--- src/rtl/segdac_pkg.sv ---
package segdac_pkg;

  localparam int unsigned SEG_BIN_W = 5;
  localparam int unsigned SEG_ROW_W = 2;
  localparam int unsigned SEG_COL_W = 3;

  // Position f in the fill sequence (column by column, rows bottom-up)
  // mapped onto the physical cell index row*ncol+col.
  function automatic int unsigned fill_to_cell(input int unsigned f,
                                               input int unsigned nrow,
                                               input int unsigned ncol);
    return (f % nrow) * ncol + (f / nrow);
  endfunction

endpackage

--- src/rtl/segdac_therm_dec.sv ---
module segdac_therm_dec #(
  parameter int unsigned IN_W      = 3,
  parameter bit          INCLUSIVE = 1'b1,
  localparam int unsigned OUT_N    = 1 << IN_W
) (
  input  logic [IN_W-1:0]  val_i,
  output logic [OUT_N-1:0] therm_o
);

  // INCLUSIVE: bit k set when val >= k; otherwise set when val > k.
  for (genvar k = 0; k < OUT_N; k++) begin : g_bit
    if (INCLUSIVE) begin : g_ge
      if (k == 0) begin : g_one
        assign therm_o[k] = 1'b1;
      end else begin : g_cmp
        assign therm_o[k] = (val_i >= IN_W'(k));
      end
    end else begin : g_gt
      if (k == OUT_N - 1) begin : g_zero
        assign therm_o[k] = 1'b0;
      end else begin : g_cmp
        assign therm_o[k] = (val_i > IN_W'(k));
      end
    end
  end

  always_comb begin
    for (int k = 0; k < OUT_N - 1; k++) begin
      AST_THERM_ORDER: assert (!therm_o[k+1] || therm_o[k])
        else $error("thermometer bit %0d set above a clear bit", k+1);
    end
  end

endmodule

--- src/rtl/segdac_local_dec.sv ---
module segdac_local_dec
  import segdac_pkg::*;
#(
  parameter int unsigned NROW  = 4,
  parameter int unsigned NCOL  = 8,
  localparam int unsigned NCELL = NROW * NCOL - 1
) (
  input  logic [NROW-1:0]  row_i,
  input  logic [NCOL-1:0]  col_i,
  output logic [NCELL-1:0] en_o
);

  logic [NCOL:0] col_ext;
  assign col_ext = {1'b0, col_i};

  for (genvar r = 0; r < NROW; r++) begin : g_row
    for (genvar c = 0; c < NCOL; c++) begin : g_col
      if (r * NCOL + c < NCELL) begin : g_cell
        assign en_o[r*NCOL+c] = col_ext[c+1] | (col_ext[c] & row_i[r]);
      end
    end
  end

  always_comb begin
    for (int unsigned f = 0; f + 2 < NROW * NCOL; f++) begin
      AST_FILL_ORDER: assert (!en_o[fill_to_cell(f+1, NROW, NCOL)] ||
                              en_o[fill_to_cell(f, NROW, NCOL)])
        else $error("cell at fill step %0d on while step %0d off", f+1, f);
    end
  end

endmodule

--- src/rtl/segdac_retime.sv ---
module segdac_retime #(
  parameter int unsigned W = 10
) (
  input  logic         clk,
  input  logic         rst_n,
  input  logic [W-1:0] d_i,
  output logic [W-1:0] q_o
);

  logic [W-1:0] q_nxt;

  always_comb begin
    q_nxt = d_i;
  end

  always_ff @(posedge clk or negedge rst_n) begin
    if (!rst_n) q_o <= '0;
    else        q_o <= q_nxt;
  end

  always @(posedge clk) begin
    if (!rst_n) begin
      AST_RESET_CLEAR: assert (q_o == '0)
        else $error("register not cleared under reset");
    end
  end

endmodule

--- src/rtl/segdac_switch_ctrl.sv ---
module segdac_switch_ctrl
  import segdac_pkg::*;
#(
  parameter int unsigned BIN_W = SEG_BIN_W,
  parameter int unsigned ROW_W = SEG_ROW_W,
  parameter int unsigned COL_W = SEG_COL_W,
  localparam int unsigned DATA_W = BIN_W + ROW_W + COL_W,
  localparam int unsigned NROW   = 1 << ROW_W,
  localparam int unsigned NCOL   = 1 << COL_W,
  localparam int unsigned NCELL  = NROW * NCOL - 1,
  localparam int unsigned OUT_W  = NCELL + BIN_W
) (
  input  logic              clk,
  input  logic              rst_n,
  input  logic [DATA_W-1:0] code_i,
  output logic [NCELL-1:0]  unary_en_o,
  output logic [NCELL-1:0]  unary_en_n_o,
  output logic [BIN_W-1:0]  bin_en_o,
  output logic [BIN_W-1:0]  bin_en_n_o
);

  logic [DATA_W-1:0] code_q;
  logic [BIN_W-1:0]  bin_fld;
  logic [ROW_W-1:0]  row_fld;
  logic [COL_W-1:0]  col_fld;
  logic [NROW-1:0]   row_therm;
  logic [NCOL-1:0]   col_therm;
  logic [NCELL-1:0]  cell_dec;
  logic [OUT_W-1:0]  out_d;
  logic [OUT_W-1:0]  out_q;

  // Input capture
  segdac_retime #(.W(DATA_W)) u_in_reg (
    .clk   (clk),
    .rst_n (rst_n),
    .d_i   (code_i),
    .q_o   (code_q)
  );

  assign bin_fld = code_q[BIN_W-1:0];
  assign row_fld = code_q[BIN_W +: ROW_W];
  assign col_fld = code_q[BIN_W+ROW_W +: COL_W];

  segdac_therm_dec #(.IN_W(COL_W), .INCLUSIVE(1'b1)) u_col_dec (
    .val_i   (col_fld),
    .therm_o (col_therm)
  );

  segdac_therm_dec #(.IN_W(ROW_W), .INCLUSIVE(1'b0)) u_row_dec (
    .val_i   (row_fld),
    .therm_o (row_therm)
  );

  segdac_local_dec #(.NROW(NROW), .NCOL(NCOL)) u_cells (
    .row_i (row_therm),
    .col_i (col_therm),
    .en_o  (cell_dec)
  );

  // Binary bits share the retiming register with the decoded enables,
  // giving them the same register count as the unary path.
  assign out_d = {cell_dec, bin_fld};

  segdac_retime #(.W(OUT_W)) u_out_reg (
    .clk   (clk),
    .rst_n (rst_n),
    .d_i   (out_d),
    .q_o   (out_q)
  );

  assign unary_en_o   = out_q[OUT_W-1:BIN_W];
  assign bin_en_o     = out_q[BIN_W-1:0];
  assign unary_en_n_o = ~out_q[OUT_W-1:BIN_W];
  assign bin_en_n_o   = ~out_q[BIN_W-1:0];

  AST_UNARY_COUNT: assert property (@(posedge clk) disable iff (!rst_n)
    $countones(unary_en_o) == int'($past(code_q[DATA_W-1:BIN_W])))
    else $error("unary enable count differs from registered code");

  AST_BIN_ALIGN: assert property (@(posedge clk) disable iff (!rst_n)
    bin_en_o == $past(code_q[BIN_W-1:0]))
    else $error("binary controls not aligned with unary path");

endmodule

--- config.mk ---
export PLATFORM = sky130hd
export DESIGN_NAME = segdac_switch_ctrl
export DESIGN_NICKNAME = d
export VERILOG_FILES = /design/src/rtl/segdac_pkg.sv /design/src/rtl/segdac_therm_dec.sv /design/src/rtl/segdac_local_dec.sv /design/src/rtl/segdac_retime.sv /design/src/rtl/segdac_switch_ctrl.sv
export SDC_FILE = /design/constraint.sdc
export NUM_CORES = 1
export LEC_CHECK = 0
export BUFFER_PORTS_ARGS = -buffer_cell sky130_fd_sc_hd__buf_2
export CAP_MARGIN = 0
export CORE_ASPECT_RATIO = 1.1
export CORE_MARGIN = 2
export CORE_UTILIZATION = 30
export DETAILED_ROUTE_END_ITERATION = 7
export SLEW_MARGIN = 40
export SYNTH_ARGS = -nofsm -noshare
export SYNTH_HDL_FRONTEND = slang
export SYNTH_HIERARCHICAL = 1
export SYNTH_SLANG_ARGS = --single-unit
export TNS_END_PERCENT = 1
--- constraint.sdc ---
create_clock -name clk -period 2.38 [get_ports clk]
set_clock_uncertainty 0.15 [all_clocks]
set_input_delay 0.476 -clock clk [delete_from_list [all_inputs] [get_ports clk]]
set_output_delay 0.476 -clock clk [all_outputs]
set_load 0.01 [all_outputs]
* After elaboration in Yosys (flattened, before gate mapping)
Cells that the tools add are included.
Cells by class: magnitude comparators 10, bitwise gates (word level) 44
Operators by type and width (count):
- NOT 31 bit | 1
- bitwise AND 1 bit | 21
- bitwise OR 1 bit | 21
- greater-or-equal comparator 3 bit (second input constant) | 4
- greater-or-equal comparator 3 x 2 -> 1 bit (second input constant) | 2
- NOT 5 bit | 1
- > comparator 2 x 1 -> 1 bit (second input constant) | 2
- greater-or-equal comparator 3 x 1 -> 1 bit (second input constant) | 1
- > comparator 2 bit (second input constant) | 1
Word-level totals: register bits after elaboration 46, input port bits 12, output and inout port bits 72, logic and storage cells 56

* Longest topological paths before layout
Gate-level depths: netlist (run 1).
depth in word-level cells 3, depth in mapped cells 3, gate-level depth less buffers 2

* Cells and area by module
The synthesis (run 1) kept the hierarchy.
Modules (own cells, without submodules):
- segdac_retime (u_out_reg) | times used 1, cells an instance 36, area each 900.9 um2, sequential area each 900.9 um2
- segdac_local_dec | times used 1, cells an instance 39, area each 321.6 um2, sequential area each 0.0 um2
- segdac_retime (u_in_reg) | times used 1, cells an instance 10, area each 250.2 um2, sequential area each 250.2 um2
- segdac_switch_ctrl | times used 1, cells an instance 36, area each 135.1 um2, sequential area each 0.0 um2
- segdac_therm_dec (u_col_dec) | times used 1, cells an instance 9, area each 58.8 um2, sequential area each 0.0 um2
- segdac_therm_dec (u_row_dec) | times used 1, cells an instance 5, area each 28.8 um2, sequential area each 0.0 um2

* Worst setup path before layout (run 1)
OpenSTA, ideal clock, no wires.
kind reg2reg, start point register u_in_reg.q_o[8], end point register u_out_reg.q_o[22], data arrival time 1.071 ns, required time 2.111 ns, path slack 1.041 ns, cell stages (with the launch flop) 4, period minus slack after synthesis 1.339 ns, cell sequence dfrtp_1 > or3_1 > buf_6 > a21o_2
Between the ends: cells in the longest elaborated chain, start to end 3, elaborated cells on any way between the ends 4, classes of those cells order compare (2); bitwise (2)
RTL lines:
- start: declaration | RTL line segdac_retime.sv:7 | output logic [W-1:0] q_o
- start signal: assignment | RTL line segdac_retime.sv:18 | else q_o <= q_nxt;
- greater-or-equal comparator 3 x 1 -> 1 bit | RTL line segdac_therm_dec.sv:16 | assign therm_o[k] = (val_i >= IN_W'(k));
- net col_therm[1] | RTL line segdac_switch_ctrl.sv:27 | logic [NCOL-1:0] col_therm;
- bitwise AND 1 bit | RTL line segdac_local_dec.sv:19 | assign en_o[r*NCOL+c] = col_ext[c+1] | (col_ext[c] & row_i[r]);
- bitwise OR 1 bit | RTL line segdac_local_dec.sv:19
- net cell_dec[17] | RTL line segdac_switch_ctrl.sv:28 | logic [NCELL-1:0] cell_dec;
- end signal: assignment | RTL line segdac_retime.sv:18
- end: declaration | RTL line segdac_retime.sv:7
The timed path passes the listed nets, and every way through them passes these cells.

* Worst setup path after layout (run 1)
start point register u_in_reg.q_o[9], end point register u_out_reg.q_o[22]
The elaborated chain is that of the path after synthesis.

==> impl_metrics.yaml, run 1 <==
clock_tree:
  cts_setup_buffers: 0
  cts_tree: "yes"
  cts.sinks: 46
  cts-buffers-inserted: 5
  clk_latency_ps: 280
  clockRootBuffer: "clkbuf_8"
  cts_resized: 0
  ctsHoldBuffers: 0
  clkTransAtPathRegs_ps: 70
  htreeDepth: 2
  clockBufferDepth: 2
sta:
  final_max_slew_viol_count: 0
  period_needed_ps: 1470
  maxSlewHeadroom_pct: 61.2
  clock.fmax_mhz: 678
  tightest_slew_ps: 583
  setup_violations: 0
  fin_crit_sh_pct: 61.9
  rsz0062_at_grt: "false"
  tns_ps: 0
  hold_viol: 0
run_status:
  status: "finished, final reports clean"
route:
  wl_mm: 3.04
  wire_per_inst_um: 10.5
  viasPerCell: 3.78
  drt_iter0_markers: 42
  drc: 0
  ant_nets: 0
  dr.pass1.iters: 4
  num_vias: 1091
grt:
  grt_pass1_wl_mm: 4.78
  grt_max_degree: 29
  grt_pass1_vias: 1012
  gr-usage-all-layers_pct: 10.4
  grt_overflow: 0
  grt_antenna_before_repair: 0
floorplan:
  num_rows: 28
  die_y_um: 82.8
  initial_core_util_pct: 31.2
  dieArea_mm2: 0.00627
  design.portCount: 84
  core_mm2: 0.00543
  die_w_um: 75.7
worst_setup_path:
  path_max_fanout: 14
  cp_data_arrival_time_ps: 1500
  path_class: "register to register"
  setup.worst_path.start_class: "register"
  rr_endpoint: "u_out_reg/q_o[22]"
  cp-end-kind: "register"
  reg2regPathDepth: 2
  required_ps: 2410
  crit_path_start: "u_in_reg/q_o[9]"
  r2r_slack_ps: 910
  r2r_start: "u_in_reg/q_o[9]"
placed_design:
  place_inst: 282
  hpwl_mm: 2.24
  routabilityCongestion: 0.626
  portBuffers: 83
cells_and_area:
  fillCellCount: 527
  drive_above_1_share_pct: 46.7
  area_delta_synth_final_pct: 28.7
  nNetsFinal: 226
  n_antenna_cell: 0
  layout.cells.non_filler: 289
yosys:
  yosysSeqAreaShare_pct: 67.9
  syn_nets: 147
  synth_cells: 135
  synth_area_mm2: 0.00170
  yosysWarningCount: 6
  ys_ff_latch: 46
  synth_cell_types: 15
  avgSynthCellArea_um2: 12.6
job:
  max_cap_violations: 0
pwr:
  p_leak_nw: 1.30
  power_density_mw_per_mm2: 671
  peakVddDrop_mv: 0.252
hold_path:
  min_path_type: "primary input to async pin"
[logic make-up after synthesis]
| family | after synthesis | synth area share [%] |
|---|---|---|
| and+or+nand+nor | 9 | 3.54 |
| DFF | 46 | 67.9 |
| other | 2 | 0.443 |
| buffers and inverters | 48 | 14.2 |
| AOI/OAI and AO/OA | 30 | 13.9 |
[sequential cells by signal, summed over array words and instances, names as in the netlist]
signal	flops
u_out_reg/q_o	36
u_in_reg/q_o	10
[Yosys cell counts]
master	count	area share, %
or2_1	2	0.74
and3_2	1	0.44
or3_1	1	0.37
dfrtp_1	46	68
and2_2	2	0.89
a21o_1	21	9.3
and2_1	3	1.1
clkbuf_1	2	0.44
buf_4	2	0.89
conb_1	2	0.44
a21o_2	8	4.1
buf_2	1	0.29
o21a_1	1	0.44
buf_6	7	4.6
inv_1	36	8.0
[routing by layer]
metal	global-route usage [%]	vias to the layer above	part of all wire (%)
met5	0	-	0
met3	4.00	6	6.7
met4	4.78	0	2.0
met2	15.6	51	47
met1	13.1	490	45
li1	-	544	-
[per-stage QoR]
stage	hold slack [ps]	power [W]	area (um^2)	util, %	setup WS (ps)
floorplan	30.4	0.000973	1700	-	1040
global placement	181	0.00106	2110	38.8	933
detailed placement	185	0.00106	2110	38.8	913
CTS	46.4	0.00150	2180	40.2	886
global route	65.8	0.00155	2180	40.2	823
finish	33.0	0.00147	2180	40.2	906
[power breakdown]
part / switching [W] / leakage [nW] / internal, W / total (W)
Clock: 0.000221 / 0.0383 / 0.000202 / 0.000423
Sequential: 0.0000255 / 0.522 / 0.000825 / 0.000851
Combinational: 0.000108 / 0.740 / 0.0000831 / 0.000192
Total: 0.000355 / 1.30 / 0.00111 / 0.00147
[cell type report]
| cell class | count | area, um^2 | share of cell area (%) |
|---|---|---|---|
| tap | 75 | 93.8 | 4.30 |
| timing repair buffer | 84 | 423 | 19.4 |
| sequential | 46 | 1150 | 52.8 |
| inverter | 36 | 135 | 6.19 |
| multi-input combinational | 41 | 303 | 13.9 |
| clock buffer | 7 | 76.3 | 3.50 |
[placed cells by master, fill, tap and decap left out]
cell type,Yosys,routed
clkbuf_8,0,5
o21a_1,1,1
and2_2,2,2
a21o_1,21,21
or2_1,2,2
buf_4,2,1
or3_1,1,1
a21o_2,8,8
conb_1,2,2
clkbuf_1,2,2
buf_2,1,83
and2_1,3,3
inv_1,36,36
and3_2,1,1
dfrtp_1,46,46
[how the worst max path moves through the flow]
| stage | end | slack [ps] | cells after the start |
|---|---|---|---|
| global route | unary_en_n_o[24] | 820 | 2 |
| global placement | u_out_reg/q_o[22] | 930 | 2 |
| finish | u_out_reg/q_o[22] | 910 | 2 |
| detailed placement | u_out_reg/q_o[22] | 910 | 2 |
| CTS | unary_en_n_o[4] | 890 | 2 |
| floorplan | u_out_reg/q_o[22] | 1040 | 3 |
[worst max-delay path, stage by stage (launching register included)]
cell and delay [ps]:
dfrtp_1 510, or3_1 480, a21o_2 230
Power figures use the tool's default switching activity.
==> inputs of run 2 (changes only) <==
- clock period: 2.38 -> 1.3 ns (I/O delays scaled with it)
==> run 2 against run 1 <==
  * Via count is 5.8% higher
  * Register-to-register slack worse by 880 ps
  * Critical path type is now register to output pin
  * Critical path depth unchanged
  * Worst setup slack lost 880 ps
  * Die area unchanged
  * Sequential power increased by 82%
  * Design area increased by 10%
==> impl_metrics.yaml, run 2 (synthesis gave the netlist of run 1 again) <==
pwr:
  share_seq_of_total_power_pct: 56.0
  pwr-share-comb_pct: 15.2
  p_sw_w: 0.000690
  power_density_mw_per_mm2: 1150
  p_sw_share_pct: 25.0
  p_clk_share_pct: 28.7
  p_leak_nw: 1.40
  peakVddDrop_mv: 0.447
  p_int_w: 0.00207
worst_setup_path:
  r2r_start: "u_in_reg/q_o[8]"
  rr_endpoint: "u_out_reg/q_o[22]"
  r2r_slack_ps: 30
  cp_slowest_stage_delay_ps: 400
  crit_path_top_delay_cell: "dfrtp_1"
  cp-end-kind: "output pin"
  path_class: "register to output pin"
  path_max_fanout: 2
  reg2regPathDepth: 2
  cp_data_arrival_time_ps: 870
  critPathBufInv: 2
  required_ps: 890
  path_delay_family: "flip-flops"
  setup.worst_path.start_class: "register"
  cp_cell_sequence: "inv_1 > buf_2"
cells_and_area:
  layout.cells.non_filler: 308
  final_core_util_pct: 44.3
  area_delta_synth_final_pct: 41.9
  n_antenna_cell: 0
  fillCellCount: 522
  top_register: "u_out_reg/q_o"
  top_regs: "u_out_reg/q_o x36, u_in_reg/q_o x10"
  drive_above_1_share_pct: 48.9
  largest_reg_flops: 36
  layout_commonest_cell: "buf_2"
  final_cell_mix: "buf_2 (80), dfrtp_1 (46), inv_1 (35)"
  nNetsFinal: 245
sta:
  clock.fmax_mhz: 783
  final_max_slew_viol_count: 0
  period_needed_ps: 1280
  hold_viol: 0
  fin_crit_sh_pct: 98.3
  setup_violations: 0
  rsz0062_at_grt: "true"
job:
  max_cap_violations: 0
grt:
  grt_pass1_vias: 1110
  grt_antenna_before_repair: 0
  gr-usage-all-layers_pct: 10.8
  grt_pass1_wl_mm: 5.03
  grt_max_degree: 47
  grt_overflow: 0
route:
  drt_iter0_markers: 40
  dr.pass1.iters: 2
  drc: 0
  viasPerCell: 3.75
  num_vias: 1154
  wire_per_inst_um: 10.3
  wl_mm: 3.16
  ant_nets: 0
placed_design:
  portBuffers: 83
  place_inst: 290
  hpwl_mm: 2.20
  routabilityCongestion: 0.650
clock_tree:
  htreeDepth: 2
  cts_tree: "yes"
  clk_latency_ps: 290
  cts_setup_buffers: 0
  clockBufferDepth: 2
  clkTransAtPathRegs_ps: 80
  clockRootBuffer: "clkbuf_8"
  cts-buffers-inserted: 5
  cts.sinks: 46
hold_path:
  hold_depth: 0
  hold_path_startpoint: "u_in_reg/q_o[2]"
  holdPathEnd: "u_out_reg/q_o[2]"
  min_path_type: "register to register"
floorplan:
  core_mm2: 0.00543
  num_rows: 28
  design.portCount: 84
  dieArea_mm2: 0.00627
  die_y_um: 82.8
  initial_core_util_pct: 31.2
  die_w_um: 75.7
run_status:
  status: "finished, final reports clean"
[run 2: timing repair]
| action | in CTS | in global routing |
|---|---|---|
| resized for setup | 2 | 8 |
| pin swaps | 0 | 3 |
| setup endpoints to repair | 11 | 32 |
| hold endpoints to repair | 56 | 0 |
| hold buffers | 11 | 0 |
| cloned | 0 | 0 |
[run 2: power by group through the flow]
stage	Clock [W]	Sequential [W]	Combinational, W
2_1_floorplan	0	0.00161	0.000172
3_3_place_gp	0	0.00158	0.000386
3_5_place_dp	0	0.00158	0.000388
4_1_cts	0.000835	0.00155	0.000417
5_1_grt	0.000893	0.00156	0.000472
6_report	0.000794	0.00155	0.000421
[run 2: worst max-delay path by stage]
stage	startpoint	endpoint	slack, ps	depth (start not counted)
after floorplan	u_in_reg/q_o[7]	u_out_reg/q_o[22]	-20	3
after global placement	u_in_reg/q_o[7]	u_out_reg/q_o[22]	-40	2
after detailed placement	u_in_reg/q_o[7]	u_out_reg/q_o[22]	-50	2
after CTS	u_out_reg/q_o[33]	unary_en_n_o[28]	5	2
after global routing	u_out_reg/q_o[16]	unary_en_n_o[11]	-30	2
final	u_out_reg/q_o[33]	unary_en_n_o[28]	20	2
[run 2: per-layer routing]
| layer | share of wire [%] | vias up | global-route usage (%) | routed length, um |
|---|---|---|---|---|
| li1 | - | 580 | - | - |
| met3 | 6.8 | 4 | 3.64 | 216 |
| met2 | 46 | 52 | 16.3 | 1440 |
| met5 | 0 | - | 0 | 0 |
| met1 | 46 | 518 | 13.9 | 1450 |
| met4 | 1.7 | 0 | 4.78 | 53 |
[run 2: metrics by stage]
stage	setup slack (ps)	power (W)	area (um^2)	TNS, ps	hold slack, ps
after CTS	5.29	0.00280	2370	0	202
after detailed placement	-46.1	0.00197	2180	-311	110
after global placement	-35.8	0.00196	2180	-114	104
final	22.7	0.00276	2410	0	196
after global routing	-31.6	0.00293	2410	-194	210
after floorplan	-21.2	0.00178	1700	-61.2	-186
[run 2: cell type report]
type	count	area [um^2]	area share, %
clock buffer	5	68.8	2.86
clock inverter	2	10.0	0.416
inverter	36	135	5.62
multi-input combinational	41	323	13.4
sequential	46	1150	47.8
tap	75	93.8	3.90
timing repair buffer	103	624	25.9
[run 2: worst reg2reg max path: stages (launching register included)]
cell     delay [ps]
dfrtp_1         400
or3_4           420
a21o_2          200
==> inputs of run 3 (changes only) <==
--- a/config.mk
+++ b/config.mk
@@ -12,4 +12,5 @@
 export CORE_UTILIZATION = 30
 export DETAILED_ROUTE_END_ITERATION = 7
+export SKIP_CTS_REPAIR_TIMING = 1
 export SLEW_MARGIN = 40
 export SYNTH_ARGS = -nofsm -noshare
--- a/constraint.sdc
+++ b/constraint.sdc
@@ -3,3 +3,3 @@
 set_input_delay 0.26 -clock clk [delete_from_list [all_inputs] [get_ports clk]]
 set_output_delay 0.26 -clock clk [all_outputs]
-set_load 0.01 [all_outputs]
+set_load 0.05 [all_outputs]
==> run 3 against run 2 <==
  * The flow now finishes with violations (setup timing)
  * Die area unchanged
  * Final cell count increased by 1.3%
  * Core utilization is 7.5 points higher
  * Clock-buffer cell count increased by 1
  * Non-clock buffer count increased by 3
  * Worst setup slack worse by 70 ps
  * Total power rose by 23%
  * Global-route usage is 0.11 points higher
  * Sequential power hardly changed
  * Critical path type unchanged
  * Critical endpoint unchanged
==> impl_metrics.yaml, run 3 (synthesis gave the netlist of run 1 again) <==
cells_and_area:
  largest_reg_flops: 36
  fillCellCount: 455
  top_regs: "u_out_reg/q_o x36, u_in_reg/q_o x10"
  layout_commonest_cell: "dfrtp_1"
  layout.cells.non_filler: 312
  drive_above_1_share_pct: 52.3
  multi_input_area_um2: 310
  area_delta_synth_final_pct: 66.1
  top_register: "u_out_reg/q_o"
  final_cell_mix: "dfrtp_1 (45), buf_6 (44), buf_4 (29)"
  regArea_mm2: 0.00115
  finalInstanceArea_mm2: 0.00282
  nNetsFinal: 248
  n_antenna_cell: 0
floorplan:
  initial_core_util_pct: 31.2
  die_w_um: 75.7
  die_y_um: 82.8
  core_mm2: 0.00543
  dieArea_mm2: 0.00627
  num_rows: 28
  design.portCount: 84
grt:
  grt.met2_usage_pct: 17.5
  grt-busiest-layer: "met2"
  grt_antenna_before_repair: 0
  gr-usage-all-layers_pct: 10.9
  grt_pass1_wl_mm: 5.14
  grt_pass1_vias: 1066
  grt_max_degree: 26
  use_met3_pct: 3.64
  use_met1_pct: 13.7
  grt_overflow: 0
hold_path:
  min_path_type: "register to register"
sta:
  period_needed_ps: 1350
  final_max_slew_viol_count: 0
  fin_crit_sh_pct: 104
  finalWorstSetupSlack_ps: -46.8
  clock.fmax_mhz: 742
  hold_viol: 0
  rsz0062_at_grt: "true"
  setup_violations: 40
worst_setup_path:
  setup.worst_path.start_class: "register"
  cp_slowest_stage_delay_ps: 410
  cp_data_arrival_time_ps: 940
  path_class: "register to output pin"
  required_ps: 890
  cp_cell_sequence: "inv_1 > buf_6"
  crit_path_top_delay_cell: "dfrtp_1"
  path_delay_family: "flip-flops"
  cp-end-kind: "output pin"
  path_max_fanout: 2
  critPathBufInv: 2
run_status:
  violations: "setup timing"
  status: "finished with violations"
clock_tree:
  cts-buffers-inserted: 5
  clkTransAtPathRegs_ps: 80
  cts_tree: "yes"
  clockRootBuffer: "clkbuf_8"
  cts.sinks: 46
  clk_latency_ps: 290
  htreeDepth: 2
  clockBufferDepth: 2
pwr:
  p_leak_nw: 1.54
  peakVddDrop_mv: 0.544
  power_density_mw_per_mm2: 1210
route:
  ant_nets: 0
  wire_per_inst_um: 11.9
  wl_mm: 3.71
  drt_iter0_markers: 48
  num_vias: 1213
  viasPerCell: 3.89
  drc: 0
  dr.pass1.iters: 4
placed_design:
  routabilityCongestion: 0.642
  hpwl_mm: 2.38
  portBuffers: 83
  place_inst: 293
  dpl_cell_area_mm2: 0.00221
job:
  max_cap_violations: 0
[run 3: cell count changes in the layout (fill, tap and decap cells not counted), sizes merged]
cell,change
buf,+1
clkbuf,+3
clkinvlp,+1
inv,-1
[run 3: area by class of cell]
class | count | share of cell area [%]
multi-input combinational | 41 | 11.0
clock buffer | 6 | 2.58
clock inverter | 2 | 0.489
inverter | 36 | 4.93
sequential | 46 | 40.9
timing repair buffer | 106 | 36.7
tap | 75 | 3.33
[run 3: per-layer routing]
metal / routed length [um] / part of all wire, %
met5: 0 / 0
met4: 42 / 1.1
met3: 195 / 5.3
met2: 1920 / 52
met1: 1560 / 42
[run 3: metrics by stage]
stage	setup WS [ps]	setup TNS [ps]	total power [W]	hold WS (ps)	utilization, %
floorplan	-52.3	-1980	0.00218	-186	-
global placement	-38.7	-137	0.00238	96.7	40.6
detailed placement	-57.7	-312	0.00239	102	40.6
CTS	-140	-5010	0.00323	-223	42.2
global route	-86.7	-3160	0.00358	208	51.8
finish	-46.8	-648	0.00341	203	51.8
[run 3: worst paths after layout]
path | cells past startpoint | endpoint | startpoint | slack [ps]
setup / recovery | 2 | unary_en_n_o[28] | u_out_reg/q_o[33] | -50
hold / removal | 0 | u_out_reg/q_o[4] | u_in_reg/q_o[4] | 200
setup reg to reg | 2 | u_out_reg/q_o[21] | u_in_reg/q_o[7] | 0
hold reg to reg | 0 | u_out_reg/q_o[4] | u_in_reg/q_o[4] | 200
max in group asynchronous | 3 | u_out_reg/q_o[0] | rst_n | 470
min in group asynchronous | 3 | u_out_reg/q_o[1] | rst_n | 320
[run 3: power by group]
| group | internal, W | switching, W |
|---|---|---|
| combinational | 0.000356 | 0.000651 |
| clock | 0.000379 | 0.000458 |
| sequential | 0.00151 | 0.0000527 |
| total | 0.00225 | 0.00116 |
